File: config.mk
export PLATFORM = sky130hd
export DESIGN_NAME = oc_serial_link
export DESIGN_NICKNAME = d
export VERILOG_FILES = /design/src/rtl/oc_link_pkg.sv /design/src/rtl/oc_link_tx.sv /design/src/rtl/oc_link_rx.sv /design/src/rtl/oc_serial_link.sv
export SDC_FILE = /design/constraint.sdc
export NUM_CORES = 1
export LEC_CHECK = 0
export BUFFER_PORTS_ARGS = -buffer_cell sky130_fd_sc_hd__buf_2
export CAP_MARGIN = 15
export CORE_MARGIN = 4
export CORE_UTILIZATION = 61
export DETAILED_ROUTE_END_ITERATION = 12
export GPL_TIMING_DRIVEN = 0
export PLACE_DENSITY_LB_ADDON = 0.1
export SLEW_MARGIN = 15
export SYNTH_ARGS = -nofsm -noshare
export SYNTH_HDL_FRONTEND = slang
export SYNTH_SLANG_ARGS = --single-unit
File: constraint.sdc
create_clock -name clk -period 3.25 [get_ports clk]
set_input_delay 0.65 -clock clk [delete_from_list [all_inputs] [get_ports clk]]
set_output_delay 0.65 -clock clk [all_outputs]
set_load 0.01 [all_outputs]
File: src/rtl/oc_link_pkg.sv
package oc_link_pkg;

  typedef enum logic [1:0] {
    RX_IDLE  = 2'd0,
    RX_START = 2'd1,
    RX_DATA  = 2'd2
  } rx_state_e;

  // Periods on the wire per packet: start, payload bits, stop.
  function automatic int frame_periods(input int pkt_w);
    return pkt_w + 2;
  endfunction

  // Count within a period at which the receiver samples.
  function automatic int mid_count(input int bit_cyc);
    return bit_cyc / 2;
  endfunction

endpackage

File: src/rtl/oc_link_tx.sv
module oc_link_tx #(
  parameter int ADDR_W  = 2,
  parameter int DATA_W  = 8,
  parameter int BIT_CYC = 8
) (
  input  logic              clk,
  input  logic              rst_n,
  input  logic              tx_en,
  input  logic [ADDR_W-1:0] tx_addr,
  input  logic [DATA_W-1:0] tx_data,
  output logic              tx_pull,
  output logic              tx_busy,
  output logic              tx_done
);
  localparam int PKT_W = ADDR_W + DATA_W;
  localparam int LAST  = oc_link_pkg::frame_periods(PKT_W) - 1;
  localparam int CNT_W = (BIT_CYC > 1) ? $clog2(BIT_CYC) : 1;
  localparam int IDX_W = $clog2(LAST + 1);

  logic             active;
  logic             done_q;
  logic [CNT_W-1:0] cnt;
  logic [IDX_W-1:0] idx;
  logic [PKT_W-1:0] shreg;

  // Named internal events.
  logic bit_end;
  logic in_start;
  logic in_payload;
  assign bit_end    = active && (cnt == CNT_W'(BIT_CYC - 1));
  assign in_start   = active && (idx == '0);
  assign in_payload = active && (idx != '0) && (idx <= IDX_W'(PKT_W));

  always_ff @(posedge clk or negedge rst_n) begin
    if (!rst_n) begin
      active <= 1'b0;
      done_q <= 1'b0;
      cnt    <= '0;
      idx    <= '0;
      shreg  <= '0;
    end else begin
      done_q <= 1'b0;
      if (!active) begin
        if (tx_en) begin
          active <= 1'b1;
          shreg  <= {tx_addr, tx_data};
          cnt    <= '0;
          idx    <= '0;
        end
      end else if (bit_end) begin
        cnt <= '0;
        if (idx == IDX_W'(LAST)) begin
          active <= 1'b0;
          done_q <= 1'b1;
        end else begin
          idx <= idx + 1'b1;
          if (idx != '0) shreg <= {shreg[PKT_W-2:0], 1'b0};
        end
      end else begin
        cnt <= cnt + 1'b1;
      end
    end
  end

  assign tx_pull = in_start || (in_payload && !shreg[PKT_W-1]);
  assign tx_busy = active;
  assign tx_done = done_q;

  p_idle_release_r1: assert property (@(posedge clk) disable iff (!rst_n)
    !active |-> !tx_pull) else $error("idle transmitter pulls line");
  p_start_pulls_r3: assert property (@(posedge clk) disable iff (!rst_n)
    $rose(active) |-> tx_pull) else $error("packet does not open with start");
  p_done_pulse_r4: assert property (@(posedge clk) disable iff (!rst_n)
    tx_done |=> !tx_done) else $error("done longer than one cycle");
  p_done_at_end_r4: assert property (@(posedge clk) disable iff (!rst_n)
    $fell(active) |-> tx_done) else $error("busy fell without done");

endmodule

File: src/rtl/oc_link_rx.sv
module oc_link_rx #(
  parameter int ADDR_W  = 2,
  parameter int DATA_W  = 8,
  parameter int BIT_CYC = 8
) (
  input  logic              clk,
  input  logic              rst_n,
  input  logic              rx_en,
  input  logic              bus_in,
  output logic [ADDR_W-1:0] rx_addr,
  output logic [DATA_W-1:0] rx_data,
  output logic              rx_valid
);
  import oc_link_pkg::*;

  localparam int PKT_W = ADDR_W + DATA_W;
  localparam int CNT_W = (BIT_CYC > 1) ? $clog2(BIT_CYC) : 1;
  localparam int IDX_W = $clog2(PKT_W);
  localparam int MID   = mid_count(BIT_CYC);

  rx_state_e        st;
  logic             line_d;
  logic [CNT_W-1:0] cnt;
  logic [IDX_W-1:0] idx;
  logic [PKT_W-2:0] shreg;
  logic             valid_q;

  // Named internal events.
  logic fall_seen;
  logic at_mid;
  logic period_end;
  logic last_bit;
  logic [PKT_W-1:0] full_pkt;
  assign fall_seen  = rx_en && line_d && !bus_in;
  assign at_mid     = (cnt == CNT_W'(MID));
  assign period_end = (cnt == CNT_W'(BIT_CYC - 1));
  assign last_bit   = (idx == IDX_W'(PKT_W - 1));
  assign full_pkt   = {shreg, bus_in};

  always_ff @(posedge clk or negedge rst_n) begin
    if (!rst_n) begin
      st      <= RX_IDLE;
      line_d  <= 1'b1;
      cnt     <= '0;
      idx     <= '0;
      shreg   <= '0;
      valid_q <= 1'b0;
      rx_addr <= '0;
      rx_data <= '0;
    end else begin
      line_d  <= bus_in;
      valid_q <= 1'b0;
      if (st == RX_IDLE) begin
        if (fall_seen) begin
          st  <= RX_START;
          cnt <= CNT_W'(1);
        end
      end else if (!rx_en) begin
        st <= RX_IDLE;
      end else begin
        cnt <= period_end ? '0 : cnt + 1'b1;
        if (period_end && st == RX_START) begin
          st  <= RX_DATA;
          idx <= '0;
        end
        if (at_mid) begin
          if (st == RX_START) begin
            if (bus_in) st <= RX_IDLE;
          end else begin
            shreg <= full_pkt[PKT_W-2:0];
            if (last_bit) begin
              rx_addr <= full_pkt[PKT_W-1:DATA_W];
              rx_data <= full_pkt[DATA_W-1:0];
              valid_q <= 1'b1;
              st      <= RX_IDLE;
            end else begin
              idx <= idx + 1'b1;
            end
          end
        end
      end
    end
  end

  assign rx_valid = valid_q;

  p_valid_pulse_r7: assert property (@(posedge clk) disable iff (!rst_n)
    rx_valid |=> !rx_valid) else $error("valid longer than one cycle");
  p_hold_outputs_r9: assert property (@(posedge clk) disable iff (!rst_n)
    !rx_valid |-> ($stable(rx_addr) && $stable(rx_data))) else $error("outputs moved without valid");
  p_valid_needs_en_r8: assert property (@(posedge clk) disable iff (!rst_n)
    rx_valid |-> $past(rx_en)) else $error("load while disabled");
  p_off_is_idle_r8: assert property (@(posedge clk) disable iff (!rst_n)
    !rx_en |=> (st == RX_IDLE)) else $error("disabled receiver not idle");
  p_start_on_fall_r5: assert property (@(posedge clk) disable iff (!rst_n)
    (st == RX_IDLE && !(line_d && !bus_in)) |=> (st == RX_IDLE)) else $error("start without falling edge");

endmodule

File: src/rtl/oc_serial_link.sv
module oc_serial_link #(
  parameter int ADDR_W  = 2,
  parameter int DATA_W  = 8,
  parameter int BIT_CYC = 8
) (
  input  logic              clk,
  input  logic              rst_n,
  input  logic              tx_en,
  input  logic [ADDR_W-1:0] tx_addr,
  input  logic [DATA_W-1:0] tx_data,
  output logic              tx_busy,
  output logic              tx_done,
  input  logic              bus_ext_n,
  output logic              bus_pull,
  output logic              bus_line,
  input  logic              rx_en,
  output logic [ADDR_W-1:0] rx_addr,
  output logic [DATA_W-1:0] rx_data,
  output logic              rx_valid
);
  logic pull_w;

  oc_link_tx #(.ADDR_W(ADDR_W), .DATA_W(DATA_W), .BIT_CYC(BIT_CYC)) u_tx (
    .clk     (clk),
    .rst_n   (rst_n),
    .tx_en   (tx_en),
    .tx_addr (tx_addr),
    .tx_data (tx_data),
    .tx_pull (pull_w),
    .tx_busy (tx_busy),
    .tx_done (tx_done)
  );

  // Wired-AND resolution: any driver pulling makes the line low.
  assign bus_pull = pull_w;
  assign bus_line = bus_ext_n & ~pull_w;

  oc_link_rx #(.ADDR_W(ADDR_W), .DATA_W(DATA_W), .BIT_CYC(BIT_CYC)) u_rx (
    .clk      (clk),
    .rst_n    (rst_n),
    .rx_en    (rx_en),
    .bus_in   (bus_line),
    .rx_addr  (rx_addr),
    .rx_data  (rx_data),
    .rx_valid (rx_valid)
  );

  p_wired_and_r1: assert property (@(posedge clk) disable iff (!rst_n)
    (!bus_ext_n || bus_pull) |-> !bus_line) else $error("line not pulled low");

endmodule

==> results of run 1 <==
==> cell usage after synthesis (2+ instances only) <==
master | n | share of area (%)
nor2_1 | 7 | 1.1
o21ai_0 | 6 | 1.3
nand2b_1 | 17 | 4.5
mux2_2 | 2 | 0.95
mux2i_1 | 3 | 1.3
ha_1 | 10 | 5.3
nand4_1 | 2 | 0.53
o21ai_1 | 2 | 0.42
a21oi_1 | 4 | 0.85
a21o_1 | 6 | 1.9
nand2_1 | 11 | 1.7
inv_1 | 8 | 1.3
nor3_1 | 2 | 0.42
mux2_1 | 15 | 7.1
dfrtp_1 | 48 | 51
and3b_1 | 2 | 0.74
clkbuf_1 | 2 | 0.32
o221a_1 | 9 | 4.3
o2bb2ai_1 | 2 | 0.74
buf_2 | 2 | 0.42
nor3b_1 | 4 | 1.3
nand3_1 | 3 | 0.64
==> sequential cells by signal, summed over array words and instances (netlist names) <==
name	count
u_tx.tx_busy	1
u_rx.cnt	3
u_tx.idx	4
u_rx.line_d	1
u_rx.rx_addr	2
u_rx.shreg	9
u_tx.tx_done	1
u_rx.st	2
u_rx.rx_data	8
u_rx.rx_valid	1
u_tx.shreg	10
u_tx.cnt	3
u_rx.idx	4
==> layer usage <==
layer,vias up,share of wire (%)
met1,761,44
met3,11,4.3
li1,771,-
met5,-,0
met4,0,2.7
met2,38,49
==> logic make-up after synthesis <==
kind of cell / after synthesis / synth area share, %
flops: 49 / 51.9
compound gates: 39 / 13.1
fa+ha+maj: 10 / 5.29
buf+inv: 14 / 2.81
mux: 20 / 9.37
simple gates: 61 / 17.1
xor+xnor: 1 / 0.371
==> worst max-delay path by stage <==
stage / to / start / slack, ns
after floorplan: bus_line / u_tx.idx[0] / 1.49
after global placement: bus_line / u_tx.idx[0] / 1.32
after detailed placement: bus_line / u_tx.idx[0] / 1.28
after CTS: bus_line / u_tx.idx[0] / 0.94
after global routing: bus_line / u_tx.idx[0] / 0.80
final: bus_line / u_tx.idx[0] / 0.95
==> through the flow <==
step	std cells	hold WS [ns]	setup slack, ns	util [%]	power, W
6_report	279	0.334	0.954	71.8	0.00178
5_1_grt	279	0.373	0.798	71.8	0.00191
4_1_cts	279	0.498	0.938	71.8	0.00179
3_5_place_dp	271	0.474	1.28	69.1	0.00140
3_3_place_gp	271	0.462	1.32	69.1	0.00136
2_1_floorplan	194	0.354	1.49	-	0.00125
==> where the power goes <==
| part | total, W | switching, W | internal [W] |
|---|---|---|---|
| Clock | 0.000382 | 0.000221 | 0.000161 |
| Combinational | 0.000532 | 0.000255 | 0.000277 |
| Sequential | 0.000863 | 0.000118 | 0.000746 |
==> final cells by class <==
type | instances | area share (%)
buffer | 6 | 1.36
clock buffer | 5 | 2.58
clock inverter | 3 | 1.08
inverter | 8 | 1.13
multi-input combinational | 131 | 40.1
sequential | 49 | 46.0
tap | 48 | 2.25
timing repair buffer | 29 | 5.53
==> results.sh, run 1 <==
export IMPL_status="finished, final reports clean"
export IMPL_rsz0062_at_grt="false"
export IMPL_nFillCells=288
export IMPL_powerDensity_mw_per_mm2=666
export IMPL_synthArstFlopShare_pct=100
export IMPL_synth_edff_count=0
export IMPL_diodes=0
export IMPL_critical_path_buf_inv_count=3
export IMPL_cpPeakStageDelay_ns=0.43
export IMPL_final_cell_mix="dfrtp_1, buf_2, nand2b_1, mux2_1, nand2_1"
export IMPL_worst_endpoint_arrival_ns=1.65
export IMPL_seq_area_frac_synth_pct=51.9
export IMPL_vias=1581
export IMPL_multi_input_area_sq_mm=0.00107
export IMPL_endpoint_kind="output pin"
export IMPL_cpMostUsedCell="inv_1"
export IMPL_start_util_pct=63.6
export IMPL_use_met1_pct=23.8
export IMPL_synth_distinct_cells=49
export IMPL_fin_worst_skew_ns=0.0109
export IMPL_cp_cell_sequence="inv_1, ha_1, nand2b_1, nand3_1, nand3b_4, inv_1, buf_2"
export IMPL_cts_sinks=49
export IMPL_cts_buffers_inserted=5
export IMPL_met3_usage_pct=5.18
export IMPL_syn_inst=194
export IMPL_clk_pin_slew_ns=0.10
export IMPL_synth_net_count=219
export IMPL_drt_iter0_drc=69
export IMPL_syn_area_sq_mm=0.00236
export IMPL_antenna_found_initial=0
export IMPL_ir_drop_mv=0.534
export IMPL_wl_per_cell_microns=14.8
export IMPL_startpoint_type="register"
export IMPL_drt_wl_total_microns=4130
export IMPL_ctsResizeCount=0
export IMPL_die_h_microns=70.2
export IMPL_relSlewSlack_pct=61.0
export IMPL_first_pass_iters=4
export IMPL_rows=22
export IMPL_io_pins=30
export IMPL_layout_nets=255
export IMPL_dieArea_sq_mm=0.00493
export IMPL_drv_cap=0
export IMPL_portBuffers=29
export IMPL_dp_hpwl_microns=3100
export IMPL_gr_usage_all_layers_pct=18.9
export IMPL_r2r_slack_ns=1.51
export IMPL_crit_path_max_fanout=7
export IMPL_critPathRequiredTime_ns=2.60
export IMPL_register_area_sq_mm=0.00123
export IMPL_final_area_sq_mm=0.00267
export IMPL_worst_pin_slew_ns=0.584
export IMPL_setup_violations=0
export IMPL_yosys_warnings=0
export IMPL_avgViaCountPerCell=5.67
export IMPL_postCtsSetupBuffers=0
export IMPL_areaGrowthSynthToFinish_pct=12.9
export IMPL_r2r_cells=6
export IMPL_leakage_nw=1.34
export IMPL_tritoncts="done"
export IMPL_ys_seq_elements=49
export IMPL_core_sq_mm=0.00372
export IMPL_final_common_cell="dfrtp_1"
export IMPL_top_usage_layer="met2"
export IMPL_grt_pass1_vias=1677
export IMPL_synth_main_ff_cell="dfrtp_1"
export IMPL_hold_viol_final=0
export IMPL_die_x_microns=70.2
export IMPL_cts_buffer_depth=2
export IMPL_detail_route_antenna_nets=0
export IMPL_placed_cell_area_sq_mm=0.00257
export IMPL_crit_type="reg -> out"
export IMPL_rr_endpoint="u_rx.rx_data[5]"
export IMPL_place_congestion=0.811
export IMPL_setup_tns_ns=0
export IMPL_cp_num_cells=7
export IMPL_grt_max_degree=50
export IMPL_route_detailed_drc=0
export IMPL_avgSynthCellArea_sq_um=12.2
export IMPL_gr_total_overflow=0
export IMPL_ctsRootBufferMaster="clkbuf_8"
export IMPL_cp_slowest_cell="dfrtp_1"
export IMPL_finalCriticalPeriod_ns=2.30
export IMPL_crit_family="flip-flops"
export IMPL_grtUsageMet2_pct=30.5
export IMPL_cts_max_level=2
export IMPL_finalCritPeriodShare_pct=70.6
export IMPL_worstHoldPathType="in -> async"
export IMPL_drive_gt1_share_pct=22.1
export IMPL_insertion_delay_ns=0.31
export IMPL_regToRegStartpoint="u_rx.cnt[0]"
export IMPL_slew_viol_final=0
export IMPL_grt_pass1_wl_microns=7530
export IMPL_fmaxAchievable_mhz=436
export IMPL_hold_buffers=0
Note: power is estimated with default switching activity, not from simulation.
==> run 2: changes to the inputs <==
CORE_UTILIZATION = 51   (was 61)
clock period = 2 ns   (was 3.25 ns; I/O delays follow)
==> run 2 against run 1 <==
Clock skew is 0.0029 ns lower; hold slack worse by 0.24 ns; wire length grew 2.5%; die area rose by 17%; critical path depth did not move; clock power rose by 85%; cell count increased by 3.9%; non-clock buffer count rose by 7; utilization fell by 9.4 points; register-to-register slack got worse by 1.3 ns.
==> results.sh, run 2 (synthesized netlist as in run 1, its figures left out) <==
export IMPL_worst_endpoint_arrival_ns=1.52
export IMPL_crit_family="flip-flops"
export IMPL_leakage_nw=1.38
export IMPL_dr_wl_met3_microns=187
export IMPL_setup_tns_ns=0
export IMPL_final_core_util_pct=62.4
export IMPL_core_sq_mm=0.00441
export IMPL_gr_total_overflow=0
export IMPL_drive_gt1_share_pct=26.1
export IMPL_portBuffers=29
export IMPL_areaGrowthSynthToFinish_pct=16.6
export IMPL_final_common_cell="dfrtp_1"
export IMPL_diodes=0
export IMPL_layout_nets=262
export IMPL_cts_sinks=49
export IMPL_reg_top3="u_tx.shreg (10), u_rx.shreg (9), u_rx.rx_data (8)"
export IMPL_tritoncts="done"
export IMPL_worst_pin_slew_ns=0.587
export IMPL_largest_register_ffs=10
export IMPL_insertion_delay_ns=0.30
export IMPL_rows=24
export IMPL_crit_path_max_fanout=5
export IMPL_hold_viol_final=0
export IMPL_detail_route_antenna_nets=0
export IMPL_startpoint_type="register"
export IMPL_cp_cell_sequence="inv_1, ha_2, nand2b_1, a21oi_2, nand3b_4, inv_2, buf_6"
export IMPL_largest_register="u_tx.shreg"
export IMPL_io_pins=30
export IMPL_dr_wl_met2_microns=2170
export IMPL_avgViaCountPerCell=5.58
export IMPL_status="finished, final reports clean"
export IMPL_crit_type="reg -> out"
export IMPL_drt_iter0_drc=85
export IMPL_finalCriticalPeriod_ns=1.92
export IMPL_dp_hpwl_microns=3000
export IMPL_placed_cell_area_sq_mm=0.00257
export IMPL_grt_pass1_wl_microns=7370
export IMPL_grt_max_degree=50
export IMPL_start_util_pct=53.5
export IMPL_first_pass_iters=5
export IMPL_grt_pass1_vias=1666
export IMPL_ctsRootBufferMaster="clkbuf_8"
export IMPL_powerDensity_mw_per_mm2=1120
export IMPL_relSlewSlack_pct=60.9
export IMPL_cts_buffers_inserted=5
export IMPL_fin_worst_skew_ns=0.00796
export IMPL_final_area_sq_mm=0.00276
export IMPL_cpPeakStageDelay_ns=0.42
export IMPL_final_cell_mix="dfrtp_1, buf_2, nand2b_1, mux2_1, nand2_1"
export IMPL_die_h_microns=76.1
export IMPL_multi_input_area_sq_mm=0.00108
export IMPL_endpoint_kind="output pin"
export IMPL_gr_usage_all_layers_pct=15.2
export IMPL_worstHoldPathType="in -> async"
export IMPL_final_cells=290
export IMPL_setup_violations=0
export IMPL_rsz0062_at_grt="true"
export IMPL_critPathRequiredTime_ns=1.60
export IMPL_vias=1619
export IMPL_drv_cap=0
export IMPL_placed_cells=275
export IMPL_nFillCells=359
export IMPL_slew_viol_final=0
export IMPL_whs_ns=0.0892
export IMPL_top_layer="met4"
export IMPL_fmaxAchievable_mhz=521
export IMPL_die_x_microns=76.1
export IMPL_finalCritPeriodShare_pct=96.0
export IMPL_antenna_found_initial=0
export IMPL_critical_path_buf_inv_count=3
export IMPL_place_congestion=0.788
export IMPL_drt_wl_total_microns=4240
export IMPL_route_detailed_drc=0
export IMPL_cts_max_level=2
export IMPL_ir_drop_mv=0.638
export IMPL_m1WireLength_microns=1790
export IMPL_dieArea_sq_mm=0.00579
export IMPL_register_area_sq_mm=0.00123
export IMPL_cts_buffer_depth=2
export IMPL_wl_per_cell_microns=14.6
export IMPL_cp_slowest_cell="dfrtp_1"
export IMPL_clk_pin_slew_ns=0.09
==> run 2: final timing paths <==
| check | cells after the start | endpoint | from | slack (ns) |
|---|---|---|---|---|
| setup / recovery | 7 | bus_line | u_tx.idx[1] | 0.08 |
| hold / removal | 1 | u_rx.shreg[4] | rst_n | 0.09 |
| setup reg to reg | 6 | u_rx.rx_addr[0] | u_rx.cnt[1] | 0.22 |
| hold reg to reg | 1 | u_rx.rx_data[4] | u_rx.rx_data[4] | 0.49 |
| max in group asynchronous | 1 | u_tx.shreg[6] | rst_n | 1.50 |
| min in group clk | 3 | u_tx.shreg[0] | tx_data[0] | 0.31 |
==> run 2: worst register-to-register path, stage by stage (launching register included) <==
cell and delay, ns:
dfrtp_1 0.39, inv_1 0.09, ha_1 0.17, and2_1 0.20, nand3_2 0.15, nor2_4 0.30
mux2_1 0.36
==> run 2: where the power goes <==
group	total, W	internal, W	switching [W]
registers	0.00139	0.00121	0.000177
clock network	0.000706	0.000375	0.000331
logic	0.00100	0.000543	0.000457
==> run 2: layout make-up <==
class	instances	area share, %
flip-flops and latches	49	44.6
plain buffers	6	1.36
inverters	8	1.09
multi-input cells	131	39.1
clock buffers	5	2.50
clock inverters	3	1.59
well taps	52	2.36
repair buffers	36	7.49
==> run 2: metrics by stage <==
stage | setup slack, ns | total power, W
after floorplan | 0.392 | 0.00203
after global placement | 0.273 | 0.00221
after detailed placement | 0.233 | 0.00228
after CTS | 0.0196 | 0.00305
after global routing | -0.0275 | 0.00331
final | 0.0793 | 0.00309
==> run 2: what timing repair did <==
item	in CTS	in global routing
buffers inserted	3	4
hold endpoints to repair	0	0
cloned	0	0
hold buffers	0	0
pin swaps	0	1
endpoints found under the setup margin	2	1
gates resized for setup	2	3
==> run 2: metal layers <==
metal	global-route usage [%]	vias up
met2	25.5	38
li1	-	787
met5	0	-
met3	4.37	11
met1	18.6	783
met4	5.77	0
==> run 3: changes to the inputs <==
==> constraint.sdc (replaced) <==
create_clock -name clk -period 1.7 [get_ports clk]
set_input_delay 0.255 -clock clk [delete_from_list [all_inputs] [get_ports clk]]
set_output_delay 0.255 -clock clk [all_outputs]
set_load 0.01 [all_outputs]
==> run 3 against run 2 <==
The flow now finishes with violations (negative setup slack); flip-flop and latch count unchanged; global-route usage is 0.55 points higher; utilization grew 4.6 points; critical path depth is the same; clock skew is essentially flat; power increased by 22%; worst setup slack got worse by 0.14 ns; critical path type unchanged; largest cell class unchanged; highest routed layer unchanged.
==> results.sh, run 3 (synthesized netlist as in run 1, its figures left out) <==
export IMPL_wl_per_cell_microns=15.1
export IMPL_finalCriticalPeriod_ns=1.77
export IMPL_pre_cts_ws_ns=-0.0673
export IMPL_core_sq_mm=0.00441
export IMPL_endpoint_kind="output pin"
export IMPL_crit_path_max_fanout=3
export IMPL_ir_drop_mv=0.807
export IMPL_io_pins=30
export IMPL_final_common_cell="dfrtp_1"
export IMPL_powerDensity_mw_per_mm2=1280
export IMPL_cts_max_level=2
export IMPL_rsz0062_at_grt="true"
export IMPL_die_h_microns=76.1
export IMPL_largest_register="u_tx.shreg"
export IMPL_largest_register_ffs=10
export IMPL_nFillCells=341
export IMPL_gr_usage_all_layers_pct=15.8
export IMPL_vias=1681
export IMPL_critPathRequiredTime_ns=1.44
export IMPL_leakage_nw=1.45
export IMPL_first_pass_iters=4
export IMPL_dp_hpwl_microns=3000
export IMPL_fmaxAchievable_mhz=566
export IMPL_avgViaCountPerCell=5.58
export IMPL_worst_endpoint_arrival_ns=1.51
export IMPL_setup_violations=9
export IMPL_finalCritPeriodShare_pct=104
export IMPL_relSlewSlack_pct=60.7
export IMPL_drive_gt1_share_pct=34.9
export IMPL_drv_cap=0
export IMPL_grt_max_degree=50
export IMPL_fin_worst_skew_ns=0.00780
export IMPL_drt_iter0_drc=111
export IMPL_start_util_pct=53.5
export IMPL_reg_top3="u_tx.shreg (10), u_rx.shreg (9), u_rx.rx_data (8)"
export IMPL_total_power_w=0.00379
export IMPL_dieArea_sq_mm=0.00579
export IMPL_layout_nets=273
export IMPL_worstHoldPathType="in -> reg"
export IMPL_worst_pin_slew_ns=0.590
export IMPL_status="finished with violations"
export IMPL_startpoint_type="register"
export IMPL_portBuffers=29
export IMPL_crit_type="reg -> out"
export IMPL_hold_viol_final=0
export IMPL_grt_pass1_vias=1697
export IMPL_cts_sinks=49
export IMPL_insertion_delay_ns=0.30
export IMPL_slew_viol_final=0
export IMPL_clk_pin_slew_ns=0.09
export IMPL_detail_route_antenna_nets=0
export IMPL_diodes=0
export IMPL_worst_slack_ns=-0.0654
export IMPL_areaGrowthSynthToFinish_pct=25.1
export IMPL_final_cell_mix="dfrtp_1, buf_2, nand2b_1, buf_4, nand2_1"
export IMPL_drt_wl_total_microns=4550
export IMPL_antenna_found_initial=0
export IMPL_gr_total_overflow=0
export IMPL_place_congestion=0.788
export IMPL_cts_buffers_inserted=5
export IMPL_violations="negative setup slack"
export IMPL_rows=24
export IMPL_cts_buffer_depth=2
export IMPL_grt_pass1_wl_microns=7650
export IMPL_ctsRootBufferMaster="clkbuf_8"
export IMPL_tritoncts="done"
export IMPL_die_x_microns=76.1
export IMPL_route_detailed_drc=0
## run 3: area by class of cell
cell class,count,area (sq um),share of cell area [%]
clock inverter,3,43.8,1.48
timing repair buffer,48,340,11.5
sequential,49,1230,41.6
tap,52,65.1,2.20
clock buffer,5,68.8,2.33
buffer,5,30.0,1.02
inverter,8,30.0,1.02
multi-input combinational,131,1150,38.9
## run 3: per-layer routing
layer	vias to the layer above	part of all wire [%]	routed length [microns]	global-route usage, %
met5	-	0	0	0
met4	0	1.3	59	5.59
met3	6	3.5	158	4.49
met2	30	52	2380	26.6
met1	835	43	1950	19.2
li1	810	-	-	-
## run 3: final timing paths
check                       startpoint              end  slack (ns)  depth (start not counted)
min in group asynchronous        rst_n  u_rx.rx_data[5]        0.49                          2
min reg2reg                u_tx.cnt[1]      u_tx.cnt[1]        0.51                          1
max in group asynchronous        rst_n     u_tx.tx_busy        0.78                          2
max reg2reg                u_tx.idx[1]    u_tx.shreg[6]       -0.01                          7
max                        u_tx.idx[1]         bus_line       -0.07                          7
min                         tx_data[0]    u_tx.shreg[0]        0.16                          3
## run 3: worst max-delay path, stage by stage, from the launching register on
cell and delay [ns]:
dfrtp_1 0.42, inv_1 0.08, ha_2 0.17, nand2b_1 0.07
a21oi_2 0.16, nand3b_4 0.16, inv_2 0.04, buf_6 0.11
## run 3: where the power goes
group	internal, W	total, W	leakage, nW	switching (W)
Combinational	0.000726	0.00131	0.759	0.000585
Clock	0.000441	0.000833	0.0585	0.000392
Sequential	0.00143	0.00164	0.630	0.000217
Total	0.00259	0.00379	1.45	0.00119
## run 3: metrics by stage
stage                     util [%]  std cells  hold WS (ns)  setup TNS [ns]  instance area, sq um
after floorplan                  -        194       -0.0406               0                  2360
after global placement        58.3        275         0.461          -0.208                  2570
after detailed placement      58.3        275         0.468          -0.582                  2570
after CTS                     63.4        290         0.153         -0.0708                  2800
after global routing          67.0        301         0.177          -0.699                  2960
final                         67.0        301         0.165          -0.125                  2960
## run 3: what timing repair did
action	4_1_cts	5_1_grt
gates cloned	1	1
hold endpoints to repair	0	27
resized for setup	15	13
setup buffers	7	9
hold buffers	0	1
endpoints found under the setup margin	20	30
pin swaps	4	4
